### src/rtl/ovs_frame_rx_pkg.sv
package ovs_frame_rx_pkg;

   typedef enum logic [1:0] {
      RX_IDLE = 2'd0,
      RX_SOF  = 2'd1,
      RX_GAP  = 2'd2,
      RX_CHAR = 2'd3
   } rx_state_t;

   function automatic int imax(input int a, input int b);
      return (a > b) ? a : b;
   endfunction

endpackage

### src/rtl/ovs_phase_ctr.sv
// Position of the current sample within one bit period; flags the decision sample.
module ovs_phase_ctr #(
   parameter int OSR        = 4,
   parameter int SAMPLE_POS = 2
) (
   input  logic clk,
   input  logic rst_n,
   input  logic clr,
   input  logic adv,
   output logic mid
);
   localparam int W = (OSR > 2) ? $clog2(OSR) : 1;

   logic [W-1:0] pos_q;
   logic [W-1:0] pos_wrap;
   logic [W:0]   pos_inc;

   assign pos_inc = {1'b0, pos_q} + (W+1)'(1);
   assign mid     = adv && (pos_inc == (W+1)'(SAMPLE_POS));

   generate
      if ((OSR & (OSR - 1)) == 0) begin : g_pow2
         assign pos_wrap = pos_inc[W-1:0];
      end else begin : g_cmp
         assign pos_wrap = (pos_inc >= (W+1)'(OSR)) ? '0 : pos_inc[W-1:0];
      end
   endgenerate

   always_ff @(posedge clk or negedge rst_n) begin
      if (!rst_n)   pos_q <= '0;
      else if (clr) pos_q <= '0;
      else if (adv) pos_q <= pos_wrap;
   end
endmodule

### src/rtl/ovs_sat_ctr.sv
// Clearable up-counter that sticks at its top value.
module ovs_sat_ctr #(
   parameter int W = 4
) (
   input  logic         clk,
   input  logic         rst_n,
   input  logic         clr,
   input  logic         inc,
   output logic [W-1:0] q
);
   always_ff @(posedge clk or negedge rst_n) begin
      if (!rst_n)                 q <= '0;
      else if (clr)               q <= '0;
      else if (inc && (q != '1))  q <= q + W'(1);
   end
endmodule

### src/rtl/ovs_char_shift.sv
// Character register: new bit enters at the top, older bits move toward bit 0.
module ovs_char_shift #(
   parameter int N = 10
) (
   input  logic         clk,
   input  logic         rst_n,
   input  logic         clr,
   input  logic         shift,
   input  logic         din,
   output logic [N-1:0] word_nxt
);
   logic [N-1:0] word_q;

   assign word_nxt = {din, word_q[N-1:1]};

   always_ff @(posedge clk or negedge rst_n) begin
      if (!rst_n)     word_q <= '0;
      else if (clr)   word_q <= '0;
      else if (shift) word_q <= word_nxt;
   end
endmodule

### src/rtl/ovs_frame_rx.sv
module ovs_frame_rx
   import ovs_frame_rx_pkg::*;
#(
   parameter int OSR          = 4,
   parameter int SAMPLE_POS   = 2,
   parameter int DATA_W       = 8,
   parameter int SOF_MIN_BITS = 10,
   parameter int SOF_MAX_BITS = 12,
   parameter int GAP_MAX      = 25,
   parameter int MAX_BYTES    = 16,
   parameter int CNT_W        = $clog2(MAX_BYTES + 1)
) (
   input  logic              clk,
   input  logic              rst_n,
   input  logic              smp_en,
   input  logic              rx_bit,
   output logic [DATA_W-1:0] byte_data,
   output logic              byte_valid,
   output logic [CNT_W-1:0]  byte_count,
   output logic              frame_done,
   output logic              frame_err,
   output logic              in_frame
);
   localparam int CHAR_BITS = DATA_W + 2;
   localparam int BIT_LIM   = imax(SOF_MAX_BITS + 1, CHAR_BITS);
   localparam int BIT_W     = $clog2(BIT_LIM + 1);
   localparam int GAP_W     = $clog2(GAP_MAX + 2);

   localparam logic [BIT_W:0] SOF_MIN_C  = (BIT_W+1)'(SOF_MIN_BITS);
   localparam logic [BIT_W:0] SOF_MAX_C  = (BIT_W+1)'(SOF_MAX_BITS);
   localparam logic [BIT_W:0] CHAR_C     = (BIT_W+1)'(CHAR_BITS);
   localparam logic [GAP_W:0] GAP_MAX_C  = (GAP_W+1)'(GAP_MAX);
   localparam logic [CNT_W:0] MAX_BYTE_C = (CNT_W+1)'(MAX_BYTES);

   // elaboration-time parameter checks
   generate
      if (OSR < 2) begin : g_bad_osr
         $error("ovs_frame_rx: OSR must be at least 2");
      end
      if (SAMPLE_POS < 1 || SAMPLE_POS >= OSR) begin : g_bad_pos
         $error("ovs_frame_rx: SAMPLE_POS must lie in 1..OSR-1");
      end
      if (SOF_MIN_BITS < 1 || SOF_MAX_BITS < SOF_MIN_BITS) begin : g_bad_sof
         $error("ovs_frame_rx: need 1 <= SOF_MIN_BITS <= SOF_MAX_BITS");
      end
      if (MAX_BYTES < 1 || CNT_W < $clog2(MAX_BYTES + 1)) begin : g_bad_cnt
         $error("ovs_frame_rx: MAX_BYTES or CNT_W out of range");
      end
      if (DATA_W < 1 || GAP_MAX < 1) begin : g_bad_misc
         $error("ovs_frame_rx: DATA_W and GAP_MAX must be positive");
      end
   endgenerate

   rx_state_t st_q, st_d;

   logic pos_clr, pos_adv, mid;
   logic bitc_clr, bitc_inc;
   logic [BIT_W-1:0] bitc_q;
   logic [BIT_W:0]   bitc_nxt;
   logic gap_clr, gap_inc;
   logic [GAP_W-1:0] gap_q;
   logic [GAP_W:0]   gap_nxt;
   logic sh_clr, sh_shift;
   logic [CHAR_BITS-1:0] word_nxt;
   logic [CNT_W:0]   cnt_nxt;
   logic cnt_clr, cnt_inc;
   logic bv_d, done_d, err_d;

   ovs_phase_ctr #(.OSR(OSR), .SAMPLE_POS(SAMPLE_POS)) phase_i (
      .clk(clk), .rst_n(rst_n), .clr(pos_clr), .adv(pos_adv), .mid(mid)
   );

   ovs_sat_ctr #(.W(BIT_W)) bitc_i (
      .clk(clk), .rst_n(rst_n), .clr(bitc_clr), .inc(bitc_inc), .q(bitc_q)
   );

   ovs_sat_ctr #(.W(GAP_W)) gap_i (
      .clk(clk), .rst_n(rst_n), .clr(gap_clr), .inc(gap_inc), .q(gap_q)
   );

   ovs_char_shift #(.N(CHAR_BITS)) shift_i (
      .clk(clk), .rst_n(rst_n), .clr(sh_clr), .shift(sh_shift),
      .din(rx_bit), .word_nxt(word_nxt)
   );

   assign bitc_nxt = {1'b0, bitc_q} + (BIT_W+1)'(1);
   assign gap_nxt  = {1'b0, gap_q} + (GAP_W+1)'(1);
   assign cnt_nxt  = {1'b0, byte_count} + (CNT_W+1)'(1);

   always_comb begin
      st_d     = st_q;
      pos_clr  = 1'b0;
      pos_adv  = 1'b0;
      bitc_clr = 1'b0;
      bitc_inc = 1'b0;
      gap_clr  = 1'b0;
      gap_inc  = 1'b0;
      sh_clr   = 1'b0;
      sh_shift = 1'b0;
      cnt_clr  = 1'b0;
      cnt_inc  = 1'b0;
      bv_d     = 1'b0;
      done_d   = 1'b0;
      err_d    = 1'b0;
      case (st_q)
         RX_IDLE: begin
            if (smp_en && !rx_bit) begin
               st_d     = RX_SOF;
               pos_clr  = 1'b1;
               bitc_clr = 1'b1;
            end
         end
         RX_SOF: begin
            if (smp_en) begin
               pos_adv = 1'b1;
               if (mid) begin
                  bitc_inc = 1'b1;
                  if (rx_bit) begin
                     if ({1'b0, bitc_q} >= SOF_MIN_C) begin
                        st_d    = RX_GAP;
                        gap_clr = 1'b1;
                        cnt_clr = 1'b1;
                     end else begin
                        st_d = RX_IDLE;
                     end
                  end else if (bitc_nxt > SOF_MAX_C) begin
                     st_d = RX_IDLE;
                  end
               end
            end
         end
         RX_GAP: begin
            if (smp_en) begin
               if (rx_bit) begin
                  gap_inc = 1'b1;
                  if (gap_nxt > GAP_MAX_C) begin
                     st_d  = RX_IDLE;
                     err_d = 1'b1;
                  end
               end else begin
                  st_d     = RX_CHAR;
                  pos_clr  = 1'b1;
                  bitc_clr = 1'b1;
                  sh_clr   = 1'b1;
               end
            end
         end
         RX_CHAR: begin
            if (smp_en) begin
               pos_adv = 1'b1;
               if (mid) begin
                  sh_shift = 1'b1;
                  bitc_inc = 1'b1;
                  if (bitc_nxt == CHAR_C) begin
                     if (word_nxt[CHAR_BITS-1] && !word_nxt[0]) begin
                        bv_d    = 1'b1;
                        cnt_inc = 1'b1;
                        if (cnt_nxt >= MAX_BYTE_C) begin
                           st_d  = RX_IDLE;
                           err_d = 1'b1;
                        end else begin
                           st_d    = RX_GAP;
                           gap_clr = 1'b1;
                        end
                     end else if (word_nxt == '0) begin
                        st_d   = RX_IDLE;
                        done_d = (byte_count != '0);
                     end else begin
                        st_d  = RX_IDLE;
                        err_d = 1'b1;
                     end
                  end
               end
            end
         end
         default: st_d = RX_IDLE;
      endcase
   end

   always_ff @(posedge clk or negedge rst_n) begin
      if (!rst_n) begin
         st_q       <= RX_IDLE;
         byte_data  <= '0;
         byte_valid <= 1'b0;
         frame_done <= 1'b0;
         frame_err  <= 1'b0;
         byte_count <= '0;
      end else begin
         st_q       <= st_d;
         byte_valid <= bv_d;
         frame_done <= done_d;
         frame_err  <= err_d;
         if (bv_d)         byte_data  <= word_nxt[CHAR_BITS-2:1];
         if (cnt_clr)      byte_count <= '0;
         else if (cnt_inc) byte_count <= cnt_nxt[CNT_W-1:0];
      end
   end

   assign in_frame = (st_q == RX_GAP) || (st_q == RX_CHAR);

endmodule

### config.mk
export PLATFORM = sky130hd
export DESIGN_NAME = ovs_frame_rx
export DESIGN_NICKNAME = d
export VERILOG_FILES = /design/src/rtl/ovs_frame_rx_pkg.sv /design/src/rtl/ovs_phase_ctr.sv /design/src/rtl/ovs_sat_ctr.sv /design/src/rtl/ovs_char_shift.sv /design/src/rtl/ovs_frame_rx.sv
export SDC_FILE = /design/constraint.sdc
export NUM_CORES = 1
export LEC_CHECK = 0
export BUFFER_PORTS_ARGS = -buffer_cell sky130_fd_sc_hd__buf_4
export CELL_PAD_IN_SITES_DETAIL_PLACEMENT = 1
export CELL_PAD_IN_SITES_GLOBAL_PLACEMENT = 1
export CORE_MARGIN = 2
export CORE_UTILIZATION = 25
export DETAILED_ROUTE_END_ITERATION = 10
export GPL_ROUTABILITY_DRIVEN = 1
export HOLD_SLACK_MARGIN = 0.03
export PLACE_DENSITY_LB_ADDON = 0.12
export SYNTH_ARGS = -nofsm -noshare
export SYNTH_HDL_FRONTEND = slang
export SYNTH_SLANG_ARGS = --single-unit
### constraint.sdc
create_clock -name clk -period 2.95 [get_ports clk]
set_input_delay 0.59 -clock clk [delete_from_list [all_inputs] [get_ports clk]]
set_output_delay 0.59 -clock clk [all_outputs]
set_load 0.02 [all_outputs]
### After elaboration in Yosys (flattened, before gate mapping)

Index checks and enable logic that the tools add are counted.

| operators by class | value |
|---|---|
| $add $sub $neg | 6 |
| $mul | 0 |
| divide/modulo/power cells | 0 |
| $lt $le $gt $ge | 4 |
| equal/unequal tests | 16 |
| shifts and indexed selects | 0 |
| muxes and demuxes | 71 |
| bitwise operators | 0 |
| reduce and logical (&&, ||, !) cells | 18 |

Operator list:

| cell | number |
|---|---|
| 1-bit two-way mux | 43 |
| 2-bit two-way mux | 16 |
| 10-bit two-way mux | 2 |
| 5-bit two-way mux | 4 |
| 2-bit != test (second input constant) | 7 |
| 5-bit by 1-bit adder with 6-bit output (second input constant) | 2 |
| 10-bit zero test | 1 |
| 2-bit nonzero test | 5 |
| 9-bit AND reduction | 1 |
| 4-bit two-way mux | 2 |
| 2-bit one-hot mux with 4 select lines | 1 |
| 6-bit by 5-bit >= comparator with 1-bit output (second input constant) | 1 |
| 6-bit by 5-bit > comparator with 1-bit output (second input constant) | 1 |
| 3-bit != test (second input constant) | 2 |
| 1-bit one-hot mux with 2 select lines | 3 |
| 4-bit by 1-bit adder with 5-bit output (second input constant) | 1 |
| 5-bit by 1-bit adder with 5-bit output (second input constant) | 1 |
| 5-bit by 4-bit equality test with 1-bit output (second input constant) | 1 |
| 5-bit by 4-bit > comparator with 1-bit output (second input constant) | 1 |
| 1-bit logical AND | 5 |
| 5-bit != test (second input constant) | 1 |
| 5-bit nonzero test | 1 |
| 4-bit by 1-bit adder with 4-bit output (second input constant) | 1 |
| 2-bit equality test (second input constant) | 2 |
| other kinds (9) | 10 |

| word-level totals | value |
|---|---|
| bits in registers | 39 |
| bits in latches | 0 |
| RAM bits | 0 |
| memory bits (read-only) | 0 |
| input port bits | 4 |
| output and inout port bits | 17 |
| word-level logic and storage cells | 125 |
| memories kept | 0 |

### Logic depth before layout (Yosys ltp)

| logic depth | value |
|---|---|
| depth in word-level cells | 10 |
| depth in mapped cells | 6 |
| mapped depth without buffers | 6 |

### Hierarchy

A second synthesis with hierarchy kept.

| second synthesis, totals | value |
|---|---|
| cells, all modules | 172 |
| area total of the unflattened synthesis | 1985.7 µm² |

Modules (own cells, without submodules):

| module | instances | cells each | area an instance (µm²) | seq. area each (µm²) |
|---|---|---|---|---|
| ovs_frame_rx | 1 | 90 | 1038.5 | 450.4 |
| ovs_char_shift | 1 | 30 | 371.6 | 225.2 |
| ovs_sat_ctr at gap_i | 1 | 23 | 249.0 | 125.1 |
| ovs_sat_ctr at bitc_i | 1 | 20 | 229.0 | 100.1 |
| ovs_phase_ctr | 1 | 9 | 97.6 | 50.0 |

### Least setup slack after synthesis

No wires, ideal clock.

| timing path | value |
|---|---|
| path type | register -> register |
| from | register bitc_i.q[1] |
| to | register byte_data[0] |
| library setup time | 0.125 ns |
| arrival time | 1.923 ns |
| required time | 2.825 ns |
| path slack | 0.902 ns |
| stages on the path, launching flop included | 6 |
| path buffers | 0 |
| period minus slack after synthesis | 2.048 ns |
| cells stage by stage | dfrtp_1 -> ha_1 -> and3b_1 -> a41oi_4 -> nor3_4 -> mux2_2 |

| between the ends | value |
|---|---|
| word-level cells in the longest chain between the ends | 6 |

Ends and longest elaborated chain:

| what | RTL line | text |
|---|---|---|
| from (decl) | ovs_sat_ctr.sv:9 | `output logic [W-1:0] q` |
| from (signal assigned) | ovs_sat_ctr.sv:14 | `else if (inc && (q != '1)) q <= q + W'(1);` |
| 4-bit by 1-bit adder with 5-bit output | ovs_frame_rx.sv:86 | `assign bitc_nxt = {1'b0, bitc_q} + (BIT_W+1)'(1);` |
| 5-bit by 4-bit equality test with 1-bit output | ovs_frame_rx.sv:154 | `if (bitc_nxt == CHAR_C) begin` |
| 1-bit two-way mux | ovs_frame_rx.sv:154 |  |
| 1-bit two-way mux | ovs_frame_rx.sv:151 | `if (mid) begin` |
| 1-bit two-way mux | ovs_frame_rx.sv:149 | `if (smp_en) begin` |
| 1-bit two-way mux | ovs_frame_rx.sv:105 | `case (st_q)` |
| via bv_d | ovs_frame_rx.sv:67 | `logic bv_d, done_d, err_d;` |
| to (signal assigned) | ovs_frame_rx.sv:193 | `if (bv_d) byte_data <= word_nxt[CHAR_BITS-2:1];` |
| to (decl) | ovs_frame_rx.sv:17 | `output logic [DATA_W-1:0] byte_data,` |

The timed path passes the listed nets, and every way through them passes these cells.
A chain may end at the register's enable or synchronous reset.

### Final worst setup path

Same ends and word-level chain as after synthesis.

==> Flow_metrics.wiki <==
{| class="wikitable"
! Metric !! Value
|-
| TritonCTS Buffers || 5
|-
| Count of nets after finishing || 229
|-
| Sequential cell area || 951 um2
|-
| Boundary pin count || 21
|-
| Endpoint of the worst-slack reg-to-reg timing path || byte_data[0]
|-
| Peak fanout along the critical path || 11
|-
| Total DRC errors in the routed layout || 0
|-
| Number of warning messages in the yosys log || 0
|-
| Final hold violation count || 0
|-
| Detailed-route wire length per cell || 15.9 um
|-
| Fraction of power consumed by the clock network || 0.214
|-
| Port Buffers || 20
|-
| Relative slew slack || 0.626
|-
| Startpoint of the most critical setup path || bitc_i.q[1]
|-
| Filler Cell Count || 963
|-
| Number of buffers and inverters on the critical path || 0
|-
| Internal Dissipation || 1.09 mW
|-
| R2r setup slk || 490 ps
|-
| Number of max-cap violations || 0
|-
| Area share of the largest cell type after synthesis || 0.463
|-
| Worst setup SP type || flop
|-
| Largest stage delay, worst path || 560 ps
|-
| Rows || 33
|-
| Half-perimeter wire length of the detailed placement result || 3650 um
|-
| CP Data Required Time || 3120 ps
|-
| Area taken by multi-input logic gates || 1040 um2
|-
| Vertical die dimension || 94.7 um
|-
| Category of cells accounting for the largest share of critical-path delay || simple AND/OR/NAND/NOR gates
|-
| Global-route usage over all layers || 0.126
|-
| Antenna cell count || 0
|-
| Clock sink count || 38
|-
| Largest area contributor in the netlist || sky130_fd_sc_hd__dfrtp_1
|-
| Worst IR drop on VDD || 0.290 mV
|-
| TritonCTS clock tree || built
|-
| Power per Cell Area || 735 nW/um2
|-
| Arrival time of the worst setup path || 2630 ps
|-
| Unrepaired setup endpoints after global routing || false
|-
| Post-synth design cell area || 2050 um2
|-
| Post-synthesis cell type count || 50
|-
| Worst r2r path cells || 5
|-
| Fraction of the cycle the final worst path needs || 0.833
|-
| Routed wire length || 5110 um
|-
| Final setup TNS || 0 ps
|-
| Outcome || finished clean
|-
| Average cell area after synthesis || 10.6 um2
|-
| Root Buffer || sky130_fd_sc_hd__clkbuf_8
|-
| Ratio of cells with drive above 1 in the final layout || 0.204
|-
| Overall die width || 94.7 um
|-
| H-tree Lvls || 2
|-
| Post-CTS setup buffers || 0
|-
| Largest net degree at the start of global routing || 39
|-
| Overall die area || 8960 um2
|-
| Routed Antenna Nets || 0
|-
| Number of buffers added to fix hold violations after cts || 0
|-
| Slowest cell on the critical path || sky130_fd_sc_hd__dfrtp_1
|-
| Element type at the critical path end || flop
|-
| Number of enable-type register cells in the synthesized netlist || 0
|-
| Cells resized by post-CTS repair || 0
|-
| Final cell count without fillers || 321
|-
| DRC marker count from the first detailed-route iteration || 52
|-
| Global-route wire length before repair || 8680 um
|-
| Actual slew at the worst max-slew pin || 559 ps
|-
| Max Clock Freq || 407 MHz
|-
| Power share of the sequential group || 0.471
|-
| Net Sw Frac || 0.385
|-
| Seq/Total Area, Yosys || 0.463
|-
| Combinational power share || 0.316
|-
| Post-route clock skew || 14.1 ps
|-
| Gp weighted congestion || 0.716
|-
| Total gr overflow || 0
|-
| Number of global-route vias before repair || 1582
|-
| Leak Pwr || 1.12 nW
|-
| Area contributors post-synth || sky130_fd_sc_hd__dfrtp_1 46%, sky130_fd_sc_hd__ha_1 6.1%, sky130_fd_sc_hd__mux2_2 4.9%, sky130_fd_sc_hd__a22o_1 3.8%, sky130_fd_sc_hd__xnor2_1 2.1%
|-
| Reported net switching power || 0.682 mW
|-
| Clock period minus worst slack || 2460 ps
|-
| Growth of design area from synthesis to finish || 17.3%
|-
| Post-synthesis sequential element count || 38
|-
| Number of vias in the routed layout || 1596
|-
| Number of nets in the synthesized netlist || 207
|-
| Clock transition at path regs || 90 ps
|-
| Reg-to-Reg Start || bitc_i.q[1]
|-
| Most numerous cell in the Yosys netlist || sky130_fd_sc_hd__dfrtp_1
|-
| Cell types with the highest counts after synthesis || 38 x sky130_fd_sc_hd__dfrtp_1, 11 x sky130_fd_sc_hd__nand2_1, 10 x sky130_fd_sc_hd__ha_1, 10 x sky130_fd_sc_hd__inv_1, 10 x sky130_fd_sc_hd__nor2_1
|-
| Final count of pins violating max slew || 0
|-
| Number of antenna violations at the first check in global routing || 0
|-
| Buffer depth of the longest clock path || 2
|-
| Post-synth top flop || sky130_fd_sc_hd__dfrtp_1
|-
| Path type of the worst min-delay path || input pin to async pin
|-
| # placed instances || 313
|-
| Clk Latency, worst-skew pair || 300 ps
|-
| Routed via count divided by cell count || 4.97
|-
| Cell count after synthesis || 193
|-
| Chain of cells forming the critical path || ha_1, and3b_1, a41oi_4, nor3_4, mux2_2
|-
| Setup CP Type || flop to flop
|-
| Fraction of synthesis flops using an asynchronous set or reset pin || 1.00
|-
| Floorplan core area || 8090 um2
|-
| Total setup violations reported at the end of the flow || 0
|-
| First-pass DRT Iterations || 4
|-
| Initial Util || 0.254
|}
## cells in the final DEF, fill, tap and decap left out, drive strengths merged, types with 3 or more instances in the layout
cell type	Yosys	routed
nand2b	5	5
o21ai	5	5
mux2	9	9
nor3	8	8
dfrtp	38	38
nor4	3	3
a21oi	6	6
or3	3	3
buf	3	21
clkbuf	3	7
inv	10	10
nand3	7	7
a22o	9	9
and3	5	5
nand2	11	11
ha	10	10
xnor2	5	5
nor2	10	10
nand4	5	5
## routing by layer
| layer | vias to the layer above | wire length [um] | track usage |
|---|---|---|---|
| met1 | 808 | 2720 | 0.195 |
| li1 | 766 | - | - |
| met2 | 20 | 2220 | 0.177 |
| met5 | - | 0 | 0 |
| met3 | 2 | 142 | 0.0247 |
| met4 | 0 | 24 | 0.0326 |
## power by group through the flow
stage          clock network, mW  logic (mW)  registers (mW)
6_report                   0.379       0.559           0.834
3_5_place_dp                   0       0.564           0.847
3_3_place_gp                   0       0.564           0.844
4_1_cts                    0.397       0.570           0.836
5_1_grt                    0.414       0.643           0.864
2_1_floorplan                  0       0.443           0.779
## registers in the layout, indices dropped and copies added, names as in the netlist
name            flops
byte_count          5
gap_i.q             5
frame_done          1
frame_err           1
phase_i.pos_q       2
st_q                2
byte_data           8
shift_i.word_q      9
bitc_i.q            4
byte_valid          1
## cell type report
| class | count | area share |
|---|---|---|
| multi-input combinational | 139 | 0.432 |
| sequential | 38 | 0.395 |
| timing repair buffer | 21 | 0.0654 |
| tap | 105 | 0.0545 |
| clock buffer | 7 | 0.0358 |
| inverter | 10 | 0.0156 |
| clock inverter | 1 | 0.00208 |
## cells by family (layout without fill, tap and decap cells)
family,count (synthesis),after routing,synth area share
xor gates and xnor gates,5,5,0.0213
AOI/OAI and AO/OA,41,41,0.160
and+or+nand+nor,72,72,0.205
adders and majority gates,10,10,0.0609
muxes,11,11,0.0591
DFF,38,38,0.463
buffers and inverters,16,39,0.0305
## worst register-to-register path: stages (launching register included)
cell,delay (ps)
sky130_fd_sc_hd__dfrtp_1,560
sky130_fd_sc_hd__ha_1,390
sky130_fd_sc_hd__and3b_1,270
sky130_fd_sc_hd__a41oi_4,210
sky130_fd_sc_hd__nor3_4,500
sky130_fd_sc_hd__mux2_2,400
## metrics by stage
| step | hold slack, ps | power, mW | cell area [um2] | util | worst slack (ps) |
|---|---|---|---|---|---|
| finish | 263 | 1.77 | 2410 | 0.298 | 491 |
| CTS | 274 | 1.80 | 2410 | 0.298 | 480 |
| detailed placement | 492 | 1.41 | 2320 | 0.286 | 499 |
| floorplan | 294 | 1.22 | 2050 | - | 902 |
| global placement | 486 | 1.41 | 2320 | 0.286 | 558 |
| global route | 298 | 1.92 | 2410 | 0.298 | 292 |
## how the worst max path moves through the flow
stage,endpoint,cells after the start
finish,byte_data[0],5
global route,byte_data[2],5
CTS,byte_data[0],5
detailed placement,byte_data[0],5
global placement,byte_data[6],5
floorplan,byte_data[0],5
(Power assumes the default switching activity.)
